File: src/rtl/spdj_pkg.sv
package spdj_pkg;
  // Non-monotonic select table: 11 -> base, 01 -> 2x, 10 -> 4x, 00 -> 8x
  function automatic int target_of(input logic [1:0] sel, input int base);
    case (sel)
      2'b11:   return base;
      2'b01:   return base * 2;
      2'b10:   return base * 4;
      default: return base * 8;
    endcase
  endfunction
endpackage

File: src/rtl/spdj_edge.sv
module spdj_edge (
  input  logic clk,
  input  logic rst,
  input  logic d,
  output logic rise
);
  logic prev;
  always_ff @(posedge clk) begin
    if (rst) prev <= 1'b0;
    else     prev <= d;
  end
  assign rise = d & ~prev;
endmodule

File: src/rtl/spdj_period.sv
module spdj_period #(
  parameter int CW = 12
) (
  input  logic          clk,
  input  logic          rst,
  input  logic          tick,
  input  logic          restart,
  input  logic [CW-1:0] limit,
  output logic [CW-1:0] cnt
);
  always_ff @(posedge clk) begin
    if (rst)                        cnt <= '0;
    else if (restart)               cnt <= tick ? CW'(1) : '0;
    else if (tick && (cnt < limit)) cnt <= cnt + CW'(1);
  end
endmodule

File: src/rtl/spdj_window.sv
module spdj_window #(
  parameter int CW        = 12,
  parameter int WIN_SHIFT = 4
) (
  input  logic [CW-1:0] cnt,
  input  logic [CW-1:0] tgt,
  output logic          is_fast,
  output logic          in_win
);
  logic [CW-1:0] diff;
  always_comb begin
    is_fast = cnt < tgt;
    diff    = is_fast ? (tgt - cnt) : (cnt - tgt);
    in_win  = diff <= (tgt >> WIN_SHIFT);
  end
endmodule

File: src/rtl/spdj_phase.sv
module spdj_phase (
  input  logic clk,
  input  logic rst,
  input  logic cmd_rise,
  input  logic fg_rise,
  output logic lead
);
  logic cdiv, fdiv, pend_c, pend_f;
  logic c_up, f_up;
  assign c_up = cmd_rise & ~cdiv;
  assign f_up = fg_rise & ~fdiv;

  always_ff @(posedge clk) begin
    if (rst) begin
      cdiv <= 1'b0; fdiv <= 1'b0;
      pend_c <= 1'b0; pend_f <= 1'b0;
      lead <= 1'b0;
    end else begin
      cdiv <= cdiv ^ cmd_rise;
      fdiv <= fdiv ^ fg_rise;
      if (c_up && f_up) begin
        pend_c <= 1'b0; pend_f <= 1'b0;
      end else if (c_up) begin
        if (pend_f) begin lead <= 1'b0; pend_f <= 1'b0; end
        else        pend_c <= 1'b1;
      end else if (f_up) begin
        if (pend_c) begin lead <= 1'b1; pend_c <= 1'b0; end
        else        pend_f <= 1'b1;
      end
    end
  end
endmodule

File: src/rtl/fg_speed_judge.sv
module fg_speed_judge #(
  parameter int BASE_CNT  = 128,
  parameter int WIN_SHIFT = 4
) (
  input  logic       clk,
  input  logic       rst,
  input  logic       ref_tick,
  input  logic       cmd_clk,
  input  logic       fg_in,
  input  logic [1:0] cnt_sel,
  output logic       fast_n,
  output logic       lock_n,
  output logic       phase_out
);
  localparam int CW = $clog2(BASE_CNT * 16 + 1);

  logic [1:0]    raw, rise;
  logic          fg_rise, cmd_rise;
  logic [CW-1:0] tgt, lim, cnt;
  logic          is_fast, in_win;

  assign raw = {cmd_clk, fg_in};
  for (genvar i = 0; i < 2; i++) begin : g_edge
    spdj_edge u_edge (.clk(clk), .rst(rst), .d(raw[i]), .rise(rise[i]));
  end
  assign fg_rise  = rise[0];
  assign cmd_rise = rise[1];

  assign tgt = CW'(spdj_pkg::target_of(cnt_sel, BASE_CNT));
  assign lim = {tgt[CW-2:0], 1'b0};

  spdj_period #(.CW(CW)) u_per (
    .clk(clk), .rst(rst), .tick(ref_tick), .restart(fg_rise),
    .limit(lim), .cnt(cnt)
  );

  spdj_window #(.CW(CW), .WIN_SHIFT(WIN_SHIFT)) u_win (
    .cnt(cnt), .tgt(tgt), .is_fast(is_fast), .in_win(in_win)
  );

  always_ff @(posedge clk) begin
    if (rst) begin
      fast_n <= 1'b1;
      lock_n <= 1'b1;
    end else if (fg_rise) begin
      fast_n <= ~is_fast;
      lock_n <= ~in_win;
    end
  end

  spdj_phase u_ph (
    .clk(clk), .rst(rst), .cmd_rise(cmd_rise), .fg_rise(fg_rise),
    .lead(phase_out)
  );
endmodule

File: config.mk
export PLATFORM = sky130hd
export DESIGN_NAME = fg_speed_judge
export DESIGN_NICKNAME = d
export VERILOG_FILES = /design/src/rtl/spdj_pkg.sv /design/src/rtl/spdj_edge.sv /design/src/rtl/spdj_period.sv /design/src/rtl/spdj_window.sv /design/src/rtl/spdj_phase.sv /design/src/rtl/fg_speed_judge.sv
export SDC_FILE = /design/constraint.sdc
export NUM_CORES = 1
export LEC_CHECK = 0
export ABC_AREA = 0
export BUFFER_PORTS_ARGS = -buffer_cell sky130_fd_sc_hd__buf_2
export CAP_MARGIN = 20
export CELL_PAD_IN_SITES_DETAIL_PLACEMENT = 2
export CELL_PAD_IN_SITES_GLOBAL_PLACEMENT = 2
export CORE_MARGIN = 4
export CORE_UTILIZATION = 33
export DETAILED_ROUTE_END_ITERATION = 8
export GPL_TIMING_DRIVEN = 0
export PLACE_DENSITY = 0.8
export RECOVER_POWER = 50
export SLEW_MARGIN = 10
export SYNTH_ARGS = -nofsm -noshare
export SYNTH_HDL_FRONTEND = slang
export SYNTH_SLANG_ARGS = --single-unit
File: constraint.sdc
create_clock -name clk -period 3.43 [get_ports clk]
set_clock_uncertainty 0.1 [all_clocks]
set_input_delay 0.343 -clock clk [delete_from_list [all_inputs] [get_ports clk]]
set_output_delay 0.343 -clock clk [all_outputs]
set_load 0.02 [all_outputs]
-- Word level (Yosys, flattened, before mapping)
Cells that the tools add are included.
W data, S select, Z words.
- $add $sub $neg: 3
- order comparisons: 3
- equal/unequal tests: 5
- multiplexer cells: 12
- bitwise logic cells: 14
- reductions and logical operators: 10
- operators by type and width (cell ; number):
    $mux W12 ; 3
    $pmux W11 S3 ; 1
    $add A12 B1 Y12 const B ; 1
    $le A12 B7 Y1 ; 1
    $lt A12 B11 Y1 ; 1
    $lt A12 B12 Y1 ; 1
    $sub A11 B12 Y12 ; 1
    $sub A12 B11 Y12 ; 1
    $mux W1 ; 8
    $not A1 Y1 ; 8
    $reduce_bool A2 Y1 ; 3
    $and A1 B1 Y1 ; 4
    $eq A2 B2 Y1 const B ; 2
    $reduce_and A2 Y1 ; 2
    $reduce_and A4 Y1 ; 1
    $reduce_or A3 Y1 ; 1
    $eq A2 B1 Y1 const B ; 1
    $logic_and A1 B1 Y1 ; 2
    $ne A2 B1 Y1 const B ; 1
    $ne A2 B2 Y1 const B ; 1
    $reduce_or A2 Y1 ; 1
    $xor A1 B1 Y1 ; 2
- register bits after elaboration: 21
- input port bits: 7
- output and inout port bits: 3
- logic and storage cells: 57

-- Logic depth before layout (Yosys ltp)
- word-level depth: 6
- gate-level depth with buffers: 14
- mapped depth without buffers: 14

-- By module
From an unflattened synthesis, not the netlist that was laid out.
- cells, all modules: 344
- area, all modules: 2752.6 µm²
- modules (own cells, without submodules) (module ; instances ; cells an instance ; area an instance (µm²) ; sequential area each (µm²)):
    spdj_window ; 1 ; 186 ; 1373.8 ; 0.0
    spdj_period ; 1 ; 116 ; 942.2 ; 240.2
    spdj_phase ; 1 ; 23 ; 240.2 ; 100.1
    fg_speed_judge ; 1 ; 13 ; 101.3 ; 40.0
    spdj_edge ; 2 ; 3 ; 47.5 ; 20.0

-- Worst setup path before layout
OpenSTA, ideal clock, no wires.
- kind: input to register
- start: input cnt_sel[0]
- end: register lock_n
- setup time: 0.124 ns
- data arrival time: 3.044 ns
- data required time: 3.206 ns
- path slack: 0.162 ns
- stages: 14
- path buffers: 0
- cells stage by stage: or2_2 inv_1 ha_1 and4b_1 a2111oi_4 nand2_1 xnor2_1 ha_1 nor2b_1 o21a_1 o21ai_0 nand2b_1 a221oi_2 a21oi_1
- longest elaborated chain between the ends: 6
- elaborated cells between the ends (all ways): 10
- classes of those cells: add/sub (2); order compare (2); eq/ne (3); mux (2); bitwise (1)
- RTL lines (item ; RTL line ; text):
    start, declared ; fg_speed_judge.sv:10 ; input logic [1:0] cnt_sel,
    $eq A2 B2 Y1 / $eq A2 B1 Y1 (equally long branches) ; spdj_pkg.sv:4 ; case (sel)
    $pmux W11 S3 (*) ; spdj_pkg.sv:4 ;
    $sub A12 B11 Y12 (tied with other cells) ; spdj_window.sv:13 ; diff = is_fast ? (tgt - cnt) : (cnt - tgt);
    $mux W12 ; spdj_window.sv:13 ;
    $le A12 B7 Y1 (*) ; spdj_window.sv:14 ; in_win = diff <= (tgt >> WIN_SHIFT);
    $not A1 Y1 (*) ; fg_speed_judge.sv:47 ; lock_n <= ~in_win;
    end signal, assigned ; fg_speed_judge.sv:47 ;
    end, declared ; fg_speed_judge.sv:12 ; output logic lock_n,
Mark *: on every way between the ends. The rest lies on a longest branch, timed or not.
A chain may end at the register's enable or synchronous reset.

-- Worst setup path after layout
Same ends and word-level chain as after synthesis.

==> results.md <==
* Slowest cell on crit path: or2_2
* Post-synth EDFFs at 0
* Area leader, netlist: dfxtp_1
* DIE HEIGHT at 79.84 µm
* Pwr per Cell Area at 314.1 nW/µm²
* Crit path time final at 3.221 ns
* Register bit count reported by yosys at 21
* Fill cells at 563
* Post-DRT Antenna Nets at 0
* List of most frequent post-synthesis cells: 21 x dfxtp_1, 21 x ha_1, 20 x nor2_1
* Mapped cell area at 1703 µm²
* Syn Inst Count at 204
* Final Cycle Share at 93.90%
* Syn-to-layout area delta at 12.20%
* Crit path arrival time at 3.28 ns
* Max Fclk at 0.3105 GHz
* CTS Sinks at 21
* All-Layer GR Usage at 16.16%
* Internal cell power at 407.8 µW
* # port buffers at 9
* CTS Buf Count at 3
* Post-Syn Nets at 233
* P_sw at 192.4 µW
* # rows at 25
* Vias in the first global route at 1663
* First-pass GRT wire length at 8204 µm
* Critical setup path kind: in -> reg
* Via count at 1537
* Critical path required time at 3.49 ns
* Post-synth top flop: dfxtp_1
* Starting density of the core at 35.12%
* Most frequent CP cell: ha_1
* Core ar. at 4848 µm²
* Buf/Inv on CP at 2
* CTS tree: done
* DRC Markers at 0
* Clk network pwr share at 28.8%
* Critical Path Start Type: primary input
* Worst slew pin tran at 0.5032 ns
* Final instance area at 1911 µm²
* Pleak at 0.0007688 µW
* Avg Synthesized Cell Area at 8.347 µm²
* Ports at 10
* Post-synthesis sequential area ratio at 24.69%
* Largest net degree at the start of global routing at 14
* Comb pwr share at 27.7%
* Diodes inserted at 0
* CTS Hold Buffers Added at 0
* Skew-Pair Late Insertion Delay at 0.27 ns
* DRT Pass-1 Iters at 4
* CP max FO at 5
* Synth top area cells: dfxtp_1 25%, ha_1 15%, xnor2_1 6.7%
* Switching share of power at 32.06%
* Reg power frac at 43.5%
* Longest Clk Path Bufs at 2
* YS warnings at 0
* Grt ovf at 0
* Final Hold Viols at 0
* Outcome: complete, no violations
* Gpl congestion at 0.8432
* Final setup fails at 0
* Async set or reset register ratio after synthesis at 0%
* Final nets at 250
* Critical path endpoint category: flip-flop
* Max cap viols at 0
* Pins over their slew limit at 0
* Via-per-instance ratio at 5.355
* Max-slew headroom at 66.18%
* Root Driver: clkbuf_8
* Die Wd at 79.84 µm
* Drt initial violations at 61
* Min-Delay Path Class: in -> reg
* Setup TNS at 0 ns
* Placed cell areas at 1832 µm²
* RSZ-0062 raised after global routing: false
* Initial antenna violation count at 0
* Distinct cell type count after synthesis at 46
* Routed WL per cell at 16.60 µm
* CP cell instances: buf_2, or2_2, inv_1, ha_1, and4b_1, a2111oi_4, nand2_1, xnor2_1, ha_1, nor2b_1, o21a_1, o21ai_0, nand2b_1, a221oi_2, a21oi_1
* Die ar. at 6374 µm²
* Share of cells above drive strength 1 at 12.73%
* Final WL at 4764 µm
* Clock transition at the registers of the reported paths at 0.09 ns
* Crit path max-delay family: compound AO/OA/AOI/OAI gates
* Crit-path max cell delay at 0.35 ns
* H-tree Lvls at 1
* Yosys top cell area share at 24.69%
* Worst VDD drop at 0.0002963 V
* DP Wirelength at 3619 µm
-- worst reg2reg max path, cell delays in order (launching register included) --
cell       delay [ns]
dfxtp_1          0.42
inv_1            0.09
ha_1             0.38
and4b_1          0.25
a2111oi_4        0.34
nand2_1          0.14
xnor2_1          0.20
ha_1             0.27
nor2b_1          0.14
o21a_1           0.15
o21ai_0          0.17
nand2b_1         0.09
a221oi_2         0.24
a21oi_1          0.10
-- power by group through the flow --
stage | clock network (µW) | registers (µW) | logic [µW]
final | 173 | 261 | 166
after global routing | 190 | 262 | 190
after CTS | 178 | 261 | 166
after detailed placement | 0 | 266 | 162
after global placement | 0 | 266 | 156
after floorplan | 0 | 268 | 117
-- cells in the final DEF, fill, tap and decap left out, types with 3 or more instances in the layout --
cell type,instances
nand4_1,5
buf_4,3
inv_1,17
nor3_1,5
a21oi_1,9
xnor2_1,13
nor2_1,20
a211oi_1,7
clkbuf_8,3
nand2b_1,5
a21o_1,4
ha_1,18
dfxtp_1,20
and3_1,3
o21ai_0,5
nor2b_1,6
ha_2,3
xor2_1,3
nand3_1,4
nand2_1,10
buf_2,7
clkbuf_1,10
o31ai_1,4
-- flip-flops by register name, summed over array words and instances (netlist names) --
signal and count:
u_per.cnt 12, g_edge.u_edge.prev 2, fast_n 1, lock_n 1, u_ph.cdiv 1, u_ph.fdiv 1
u_ph.lead 1, u_ph.pend_c 1, u_ph.pend_f 1
-- kinds of logic after synthesis --
family | Yosys count | share of synthesized area, %
simple gates | 69 | 21.09
mux | 2 | 1.176
buf+inv | 25 | 5.584
compound gates | 49 | 22.63
fa+ha+maj | 22 | 16.61
xor+xnor | 16 | 8.230
flops | 21 | 24.69
-- layout make-up --
cell class                      instances  area, µm²  area share [%]
Sequential cell                        21      421.7           22.07
Clock buffer                            3      41.29           2.161
Clock inverter                          1      7.507          0.3929
Timing Repair Buffer                   12      63.81           3.340
Inverter                               17      63.81           3.340
Tap cell                               67      83.83           4.388
Buffer                                  8      31.28           1.637
Multi-Input combinational cell        158       1197           62.67
-- per-layer routing --
| layer | wire length [µm] | vias up | GRT usage, % |
|---|---|---|---|
| li1 | - | 752 | - |
| met1 | 2221 | 763 | 20.38 |
| met2 | 2387 | 15 | 29.30 |
| met3 | 102 | 7 | 1.580 |
| met4 | 53 | 0 | 3.885 |
| met5 | 0 | - | 0 |
-- stage by stage --
step / cells / util, % / total power (µW) / setup WS (ns) / hold slack (ns)
after floorplan: 204 / - / 384.5 / 0.1616 / 0.3712
after detailed placement: 280 / 37.78 / 428.2 / -0.5150 / 0.3682
after CTS: 286 / 39.12 / 605.1 / 0.09884 / 0.1952
after global placement: 280 / 37.78 / 421.7 / -0.3889 / 0.3535
final: 287 / 39.41 / 600.2 / 0.2093 / 0.2002
after global routing: 287 / 39.41 / 642.7 / 0.006918 / 0.2397
-- worst paths after layout --
path	to	cells past startpoint	start	slack, ns
setup / recovery	lock_n	15	cnt_sel[0]	0.21
hold / removal	g_edge[0].u_edge.prev	2	fg_in	0.20
setup reg to reg	lock_n	13	u_per.cnt[10]	0.26
hold reg to reg	fast_n	1	fast_n	0.39
-- timing repair --
item | in CTS | in global routing
pin swaps | 1 | 1
buffers inserted | 2 | 1
gates resized for setup | 1 | 4
endpoints found under the hold margin | 0 | 0
endpoints found under the setup margin | 1 | 1
Note: power is estimated with default switching activity, not from simulation.
